**src/rtl/ifq_pkg.sv**
```systemverilog
// Shared definitions for the inbound frame queue.
// Assumes byte addresses and a reserved low field of fixed width.
package ifq_pkg;
    localparam int ADDR_W        = 32;
    localparam int SEL_W         = 4;
    localparam int RSV_LOW_BITS  = 3;   // pointer bits forced to zero
    localparam int MAX_DEPTH_SEL = 10;  // 2^(10+1) = 2048 entries
    localparam int MAX_FRAME_SEL = 9;   // 2^(9+3)  = 4096 bytes
    localparam int DEPTH_LOG_OFS = 1;
    localparam int FRAME_LOG_OFS = 3;

    typedef enum logic [0:0] {
        ST_IDLE  = 1'b0,
        ST_WRITE = 1'b1
    } ifq_state_t;
endpackage

```
**src/rtl/ifq_geom.sv**
```systemverilog
// Ring geometry: decodes the depth and frame codes and computes the next
// write pointer, wrapping inside the ring region.
// Assumes the current pointer lies inside a region aligned to its size.
module ifq_geom
    import ifq_pkg::*;
#(
    parameter int AW        = ADDR_W,
    parameter int SW        = SEL_W,
    parameter int MAX_D_SEL = MAX_DEPTH_SEL,
    parameter int MAX_F_SEL = MAX_FRAME_SEL
) (
    input  logic [SW-1:0] depth_sel,
    input  logic [SW-1:0] frame_sel,
    input  logic [AW-1:0] cur_ptr,
    output logic [AW-1:0] next_ptr
);
    localparam int LOG_W = $clog2(AW) + 1;

    logic [LOG_W-1:0] depth_log;
    logic [LOG_W-1:0] frame_log;
    logic [LOG_W-1:0] region_log;
    logic [AW-1:0]    frame_step;
    logic [AW-1:0]    region_mask;

    // Clamp reserved codes and turn them into log2 sizes.
    always_comb begin
        if (int'(depth_sel) > MAX_D_SEL) depth_log = LOG_W'(MAX_D_SEL + DEPTH_LOG_OFS);
        else                             depth_log = LOG_W'(depth_sel) + LOG_W'(DEPTH_LOG_OFS);
        if (int'(frame_sel) > MAX_F_SEL) frame_log = LOG_W'(MAX_F_SEL + FRAME_LOG_OFS);
        else                             frame_log = LOG_W'(frame_sel) + LOG_W'(FRAME_LOG_OFS);
        region_log = depth_log + frame_log;
    end

    // Step one frame and keep the bits above the region unchanged.
    always_comb begin
        frame_step  = AW'(1) << frame_log;
        region_mask = (AW'(1) << region_log) - AW'(1);
        next_ptr    = (cur_ptr & ~region_mask) | ((cur_ptr + frame_step) & region_mask);
    end
endmodule

```
**src/rtl/ifq_ptrs.sv**
```systemverilog
// Pointer registers: write pointer, read pointer and the full flag that
// tells an equal-pointer full ring from an empty one.
// Assumes software loads the write pointer only while disabled.
module ifq_ptrs
    import ifq_pkg::*;
#(
    parameter int AW  = ADDR_W,
    parameter int RSV = RSV_LOW_BITS
) (
    input  logic          clk,
    input  logic          rst_n,
    input  logic          enable,
    input  logic          enq_wr,
    input  logic [AW-1:0] enq_wr_data,
    input  logic          deq_wr,
    input  logic [AW-1:0] deq_wr_data,
    input  logic          advance,
    input  logic [AW-1:0] next_ptr,
    output logic [AW-1:0] enq_ptr,
    output logic          full,
    output logic          was_empty,
    output logic          will_fill
);
    localparam logic [AW-1:0] KEEP_MASK = ~((AW'(1) << RSV) - AW'(1));

    logic [AW-1:0] deq_ptr;
    logic [AW-1:0] deq_new;
    logic [AW-1:0] enq_new;

    // Mask the reserved low bits off the incoming values.
    always_comb begin
        deq_new   = deq_wr_data & KEEP_MASK;
        enq_new   = enq_wr_data & KEEP_MASK;
        was_empty = (enq_ptr == deq_ptr) && !full;
        will_fill = (next_ptr == deq_ptr);
    end

    // Write pointer: hardware advance, or a load while disabled.
    always_ff @(posedge clk) begin
        if (!rst_n)                  enq_ptr <= '0;
        else if (advance)            enq_ptr <= next_ptr;
        else if (enq_wr && !enable)  enq_ptr <= enq_new;
    end

    // Read pointer: written by software only.
    always_ff @(posedge clk) begin
        if (!rst_n)      deq_ptr <= '0;
        else if (deq_wr) deq_ptr <= deq_new;
    end

    // Full flag: set when an advance lands on the read pointer.
    always_ff @(posedge clk) begin
        if (!rst_n)                                full <= 1'b0;
        else if (advance)                          full <= will_fill;
        else if (enq_wr && !enable)                full <= 1'b0;
        else if (deq_wr && (deq_new != enq_ptr))   full <= 1'b0;
    end
endmodule

```
**src/rtl/ifq_status.sv**
```systemverilog
// Sticky event status with write-one-to-clear and the interrupt merge.
// Assumes set events already carry their enable; a set wins over a clear.
module ifq_status (
    input  logic       clk,
    input  logic       rst_n,
    input  logic       set_msg,
    input  logic       set_full,
    input  logic       clr_wr,
    input  logic [1:0] clr_data,
    input  logic       msg_ie,
    input  logic       full_ie,
    output logic [1:0] status,
    output logic       irq
);
    // Hold each event bit until software clears it.
    always_ff @(posedge clk) begin
        if (!rst_n) begin
            status <= '0;
        end else begin
            if (set_msg)                   status[0] <= 1'b1;
            else if (clr_wr && clr_data[0]) status[0] <= 1'b0;
            if (set_full)                  status[1] <= 1'b1;
            else if (clr_wr && clr_data[1]) status[1] <= 1'b0;
        end
    end

    // Merge the enabled status bits into one interrupt.
    always_comb irq = (status[0] & msg_ie) | (status[1] & full_ie);
endmodule

```
**src/rtl/inbound_frame_queue.sv**
```systemverilog
// Inbound mailbox frame queue: accepts message arrivals, writes each to
// the current ring frame, advances the write pointer and flags events.
// Assumes the sender holds msg_req until it sees msg_ack or msg_retry.
module inbound_frame_queue
    import ifq_pkg::*;
(
    input  logic              clk,
    input  logic              rst_n,
    input  logic              enable,
    input  logic [SEL_W-1:0]  depth_sel,
    input  logic [SEL_W-1:0]  frame_sel,
    input  logic              full_ie,
    input  logic              msg_ie,
    input  logic              enq_wr,
    input  logic [ADDR_W-1:0] enq_wr_data,
    input  logic              deq_wr,
    input  logic [ADDR_W-1:0] deq_wr_data,
    input  logic              msg_req,
    output logic              msg_ack,
    output logic              msg_retry,
    output logic              mem_req,
    output logic [ADDR_W-1:0] mem_addr,
    input  logic              mem_done,
    input  logic              sts_clr_wr,
    input  logic [1:0]        sts_clr_data,
    output logic [ADDR_W-1:0] enq_ptr,
    output logic [1:0]        status,
    output logic              irq
);
    ifq_state_t        state;
    logic              full;
    logic              was_empty;
    logic              will_fill;
    logic              accept;
    logic [ADDR_W-1:0] next_ptr;

    ifq_geom u_geom (
        .depth_sel (depth_sel),
        .frame_sel (frame_sel),
        .cur_ptr   (enq_ptr),
        .next_ptr  (next_ptr)
    );

    ifq_ptrs u_ptrs (
        .clk         (clk),
        .rst_n       (rst_n),
        .enable      (enable),
        .enq_wr      (enq_wr),
        .enq_wr_data (enq_wr_data),
        .deq_wr      (deq_wr),
        .deq_wr_data (deq_wr_data),
        .advance     (msg_ack),
        .next_ptr    (next_ptr),
        .enq_ptr     (enq_ptr),
        .full        (full),
        .was_empty   (was_empty),
        .will_fill   (will_fill)
    );

    ifq_status u_status (
        .clk      (clk),
        .rst_n    (rst_n),
        .set_msg  (msg_ack && msg_ie && was_empty),
        .set_full (msg_ack && full_ie && will_fill),
        .clr_wr   (sts_clr_wr),
        .clr_data (sts_clr_data),
        .msg_ie   (msg_ie),
        .full_ie  (full_ie),
        .status   (status),
        .irq      (irq)
    );

    // Arrival decode: accept into a free frame or refuse when full.
    always_comb begin
        accept    = (state == ST_IDLE) && msg_req && enable && !full;
        msg_retry = (state == ST_IDLE) && msg_req && enable && full;
        mem_req   = (state == ST_WRITE);
        mem_addr  = enq_ptr;
        msg_ack   = (state == ST_WRITE) && mem_done;
    end

    // Sequencer: one frame write in flight at a time.
    always_ff @(posedge clk) begin
        if (!rst_n)       state <= ST_IDLE;
        else if (accept)  state <= ST_WRITE;
        else if (msg_ack) state <= ST_IDLE;
    end
endmodule

```
**config.mk**
```make
export PLATFORM = sky130hd
export DESIGN_NAME = inbound_frame_queue
export DESIGN_NICKNAME = d
export VERILOG_FILES = /design/src/rtl/ifq_pkg.sv /design/src/rtl/ifq_geom.sv /design/src/rtl/ifq_ptrs.sv /design/src/rtl/ifq_status.sv /design/src/rtl/inbound_frame_queue.sv
export SDC_FILE = /design/constraint.sdc
export NUM_CORES = 1
export LEC_CHECK = 0
export BUFFER_PORTS_ARGS = -buffer_cell sky130_fd_sc_hd__clkbuf_2
export CAP_MARGIN = 20
export CELL_PAD_IN_SITES_DETAIL_PLACEMENT = 1
export CELL_PAD_IN_SITES_GLOBAL_PLACEMENT = 1
export CORE_MARGIN = 2
export CORE_UTILIZATION = 46
export CTS_CLUSTER_DIAMETER = 60
export CTS_CLUSTER_SIZE = 40
export DETAILED_ROUTE_END_ITERATION = 8
export HOLD_SLACK_MARGIN = 0.02
export PLACE_DENSITY = 0.86
export SLEW_MARGIN = 5
export SYNTH_ARGS = -nofsm -noshare
export SYNTH_HDL_FRONTEND = slang
export SYNTH_SLANG_ARGS = --single-unit
```
**constraint.sdc**
```tcl
create_clock -name clk -period 18.35 [get_ports clk]
set_input_delay 3.67 -clock clk [delete_from_list [all_inputs] [get_ports clk]]
set_output_delay 3.67 -clock clk [all_outputs]
set_load 0.1 [all_outputs]
```
# [Word level (Yosys, flattened, before mapping)]
# Index checks and enable logic that the tools add are counted.
[op_classes] addsub=5 magnitude_cmp=2 n_eq_ne=3 shifts=2 n_mux=13 bitwise_logic=8 n_reduce_logical=21
[ops] cell="AND 32 bit" n=2
[ops] cell="equality test 32 bit" n=2
[ops] cell="two-way mux 32 bit" n=2
[ops] cell="left shift 1 x 6 -> 32 bit (first input constant)" n=2
[ops] cell="adder 32 bit" n=1
[ops] cell="!= test 32 bit" n=1
[ops] cell="NOT 32 bit" n=1
[ops] cell="OR 32 bit" n=1
[ops] cell="subtractor 32 x 2 -> 32 bit (second input constant)" n=1
[ops] cell="logical AND 1 bit" n=14
[ops] cell="two-way mux 6 bit" n=2
[ops] cell="two-way mux 1 bit" n=9
[ops] cell="> comparator 4 bit (second input constant)" n=2
[ops] cell="nonzero test 2 bit" n=4
[ops] cell="adder 6 bit" n=1
[ops] cell="adder 4 x 1 -> 5 bit (second input constant)" n=1
[ops] cell="adder 4 x 2 -> 5 bit (second input constant)" n=1
[ops] cell="nonzero test 3 bit" n=1
[ops] cell="AND 1 bit" n=2
[ops] cell="zero test 1 bit" n=2
[ops] cell="NOT 1 bit" n=1
[ops] cell="OR 1 bit" n=1
[word_totals] register_bits=65 input_bits=84 output_inout_bits=70 wordCells=60

# [Longest topological paths before layout]
[depth] depth_word=11 depth_mapped=26 depth_no_buf=24

# [Hierarchy]
# From an unflattened synthesis, not the netlist that was laid out.
[hier_totals] hier_cells=859 hier_area_um2=7038.0
[modules_own_cells] module="ifq_ptrs" n_inst=1 cells_per_inst=361 area_each_um2=3549.7
[modules_own_cells] module="ifq_geom" n_inst=1 cells_per_inst=449 area_each_um2=3094.2
[modules_own_cells] module="inbound_frame_queue" n_inst=1 cells_per_inst=40 area_each_um2=315.3
[modules_own_cells] module="ifq_status" n_inst=1 cells_per_inst=9 area_each_um2=78.8

# [Worst setup path before layout]
# No wires, ideal clock.
[synth_path] path_kind="input -> output" start="input enable" end="output msg_retry" arrival_time_ns=5.923 required_ns=14.680 slack_ns=8.757 stages=2 n_path_buf=0 path_cell_list="nand2_1 > nor3b_1"
[synth_via] elab_chain_cells=2
[synth_lines] item="start: declaration" line="inbound_frame_queue.sv:9" source="input logic enable,"
[synth_lines] item="logical AND 1 bit (2 in series)" line="inbound_frame_queue.sv:76" source="msg_retry = (state == ST_IDLE) && msg_req && enable && full;"
[synth_lines] item="end: declaration" line="inbound_frame_queue.sv:20" source="output logic msg_retry,"
# Every way passes these cells.

# [Final worst setup path]
[layout_path] start="input depth_sel[0]" end="register u_ptrs.full"
[layout_via] elab_chain_cells=10 elab_cells_between_ends=12
[layout_lines] item="start: declaration" line="inbound_frame_queue.sv:10" source="input logic [SEL_W-1:0] depth_sel,"
[layout_lines] item="adder 4 x 1 -> 5 bit / > comparator 4 bit (equally long branches)" line="ifq_geom.sv:28, ifq_geom.sv:27"
[layout_lines] item="two-way mux 6 bit *" line="ifq_geom.sv:27" source="if (int'(depth_sel) > MAX_D_SEL) depth_log = LOG_W'(MAX_D_SEL + DEPTH_LOG_OFS);"
[layout_lines] item="adder 6 bit *" line="ifq_geom.sv:31" source="region_log = depth_log + frame_log;"
[layout_lines] item="left shift 1 x 6 -> 32 bit *" line="ifq_geom.sv:37" source="region_mask = (AW'(1) << region_log) - AW'(1);"
[layout_lines] item="subtractor 32 x 2 -> 32 bit *" line="ifq_geom.sv:37"
[layout_lines] item="NOT 32 bit" line="ifq_geom.sv:38" source="next_ptr = (cur_ptr & ~region_mask) | ((cur_ptr + frame_step) & region_mask);"
[layout_lines] item="AND 32 bit" line="ifq_geom.sv:38"
[layout_lines] item="OR 32 bit *" line="ifq_geom.sv:38"
[layout_lines] item="equality test 32 bit *" line="ifq_ptrs.sv:35" source="will_fill = (next_ptr == deq_ptr);"
[layout_lines] item="two-way mux 1 bit *" line="ifq_ptrs.sv:54" source="else if (advance) full <= will_fill;"
[layout_lines] item="end signal: assignment" line="ifq_ptrs.sv:54"
[layout_lines] item="end: declaration" line="ifq_ptrs.sv:20" source="output logic full,"
# Every way passes the cells marked *; elsewhere a longest branch is shown, timed or not.
# A chain may end at the register's enable or synchronous reset.

==> results.tsv <==
stage	metric	value	unit
clocking	clockRootBuffer	clkbuf_16	
timing	hold_violations	0	
setup_path	cp_num_buf_inv	4	
place	gp_routability_congestion	0.974	
yosys	synthSimpleGateAreaFrac	26.1	%
power	pwr-share-seq	19.5	%
floorplan	start_util	47.3	%
global_routing	track_usage	38.0	%
layout	num_antenna_cells	0	
setup_path	path_max_fanout	25	
timing	post-route-min-period	11200	ps
clocking	cts.sinks	65	
timing	tns	0	ps
yosys	synth-seq-cells	65	
job	maxCapViolations	0	
yosys	synth_cell_types	109	
detailed_routing	via_count	10411	
power	total_power	0.897	mW
layout	fillers	2426	
floorplan	dieArea	20500	um^2
yosys	synth_top_area_share	14.6	%
power	power_frac_clock	22.9	%
setup_path	path_cells	clkbuf_2 -> inv_1 -> ha_1 -> nand3b_2 -> a31oi_4 -> inv_1 -> ha_1 -> a31o_2 -> a32oi_2 -> nand2_1 -> nand4_1 -> ha_1 -> clkinv_1 -> and3_1 -> a21oi_1 -> o21ai_0 -> a221oi_1 -> o211ai_1 -> a2111oi_0 -> nand3_1 -> nor4_1 -> nand4_1 -> o21ai_1	
timing	rsz0062_at_grt	false	
global_routing	grt_pass1_wl	59600	um
setup_path	cp-start-kind	primary input	
clocking	cts_resized	0	
power	ir_drop	0.0568	mV
clocking	tritoncts	done	
yosys	synth_top_family_by_area	compound AO/OA/AOI/OAI gates	
floorplan	ios	154	
setup_path	criticalPathCategory	primary input to register	
layout	final_cell_mix	clkbuf_2 (147), nor2_1 (135), a21oi_1 (73)	
yosys	avgSynthCellArea	7.53	um^2
power	power.density	90.1	nW/um^2
timing	final-max-slew-violation-count	0	
layout	drive_gt1_share	18.7	%
power	p_comb_share	57.6	%
setup_path	arrival	11480	ps
clocking	numCtsBuffers	9	
layout	final_common_cell	clkbuf_2	
global_routing	antenna_found_initial	0	
power	power_switching	0.463	mW
layout	stdcell_area	9950	um^2
worst_hold_path	hold_class	register to register	
clocking	path_clk_slew	60	ps
layout	nets	1403	
detailed_routing	wire_per_inst	25.5	um
yosys	yosysSeqAreaShare	14.6	%
yosys	async_reset_ff_share	0	%
power	leakage	4.25	nW
timing	maxSlewHeadroom	5.37	%
clocking	cts_max_level	3	
timing	fmax	89.3	MHz
layout	syn_to_final_growth	11.6	%
detailed_routing	drt_iter0_drc	1087	
timing	finalCritPeriodShare	61.0	%
floorplan	coreArea	18800	um^2
yosys	synth_edf_count	0	
detailed_routing	totalWireLength	39300	um
yosys	yosys_warnings	0	
setup_path	critical-path-max-stage-delay	860	ps
yosys	synthAdderAreaFrac	5.98	%
global_routing	grt_max_degree	43	
timing	worstMarginPinSlew	1420	ps
timing	report.final.setup_viol	0	
place	dpl.hpwl	30600	um
yosys	synth-xor-area-share	10.1	%
yosys	ys.flop_type	dfxtp_1	
status	status	complete, no violations	
yosys	synth_top_cell_by_area	dfxtp_1	
clocking	cts_buffer_depth	2	
setup_path	critPathSlowestCell	ha_1	
clocking	ctsHoldBuffers	0	
power	p_int	0.434	mW
global_routing	grt_overflow	0	
yosys	synth-compound-area-share	30.3	%
place	numPortBuffers	147	
floorplan	die_x	143	um
power	p_sw_share	51.6	%
yosys	synth_area_leaders	dfxtp_1 (15%), ha_1 (5.8%), nor2_1 (5.7%)	
detailed_routing	vias_per_cell	6.76	
clocking	clock_latency	360	ps
detailed_routing	drc	0	
yosys	muxShareOfSynthArea	6.01	%
yosys	syn_inst	1184	
floorplan	num_rows	50	
setup_path	crit_family	compound AO/OA/AOI/OAI gates	
setup_path	required	18630	ps
setup_path	cpMostUsedCell	ha_1	
place	place_area	9620	um^2
floorplan	dieHeight	143	um
clocking	cts_setup_buffers	0	
detailed_routing	drt_pass1_iterations	5	
yosys	syn_area	8910	um^2
global_routing	grt_pass1_vias	10252	
setup_path	cp-end-kind	register	
detailed_routing	ant_nets	0	
timing	clock_skew	11.0	ps
-- cells by family (layout without fill, tap and decap cells) --
logic type	Yosys count	in the layout
buffers and inverters	120	201
adders and majority gates	42	42
AOI/OAI and AO/OA	359	359
DFF	65	65
and+or+nand+nor	450	450
other	1	17
muxes	52	52
xor gates and xnor gates	95	95
-- worst min-delay path, stage by stage, from the launching register on --
cell	delay, ps
dfxtp_1	320
nand3_1	60
o21ai_1	50
-- state kept, by name, indices dropped and copies added, names as in the netlist --
signal / count
u_status.status: 2
u_ptrs.full: 1
u_ptrs.deq_ptr: 29
u_ptrs.enq_ptr: 32
mem_req: 1
-- routing by layer --
layer	up-vias	track usage, %	share of wire [%]
met2	613	61.3	45
met3	121	7.18	10
li1	4606	-	-
met5	-	0	0
met4	0	16.9	4.5
met1	5071	49.4	40
-- power groups by stage --
stage	registers [mW]	logic, mW	clock network [mW]
final	0.175	0.516	0.205
after floorplan	0.206	0.344	0
after global placement	0.176	0.485	0
after global routing	0.176	0.542	0.210
after detailed placement	0.177	0.495	0
after CTS	0.174	0.498	0.203
-- synthesized netlist by cell type (23+ instances only) --
master	count
nand3_1	45
a21o_1	30
inv_1	23
ha_1	41
o21ai_0	57
buf_4	34
a21oi_1	73
nor3_1	44
nor2_1	135
xor2_1	37
mux2i_1	46
clkbuf_1	41
dfxtp_1	65
xnor2_1	53
nand2_1	71
nand4_1	28
-- final cells by class --
class	instances	area, um^2	share of cell area [%]
clock buffers	9	225	2.26
repair buffers	159	826	8.30
multi-input cells	1015	7060	71.0
clock inverters	6	108	1.08
flip-flops and latches	65	1300	13.1
well taps	260	325	3.27
inverters	27	101	1.02
-- metrics by stage --
| stage | hold slack (ps) | instances | util (%) | setup WS [ps] |
|---|---|---|---|---|
| floorplan | 457 | 1200 | - | 8760 |
| global placement | 468 | 1526 | 51.1 | 7410 |
| detailed placement | 478 | 1526 | 51.1 | 7090 |
| CTS | 487 | 1541 | 52.8 | 7400 |
| global route | 517 | 1541 | 52.8 | 6680 |
| finish | 479 | 1541 | 52.8 | 7150 |
-- path summary, 6_finish.rpt --
check / slack (ps) / cells past startpoint / end / startpoint
worst max-delay path: 7150 / 23 / u_ptrs.full / depth_sel[0]
worst min-delay path: 480 / 2 / u_status.status[1] / u_status.status[1]
worst min register to register: 480 / 2 / u_status.status[1] / u_status.status[1]
worst max register to register: 13760 / 12 / u_ptrs.full / u_ptrs.enq_ptr[4]
(Power assumes the default switching activity.)
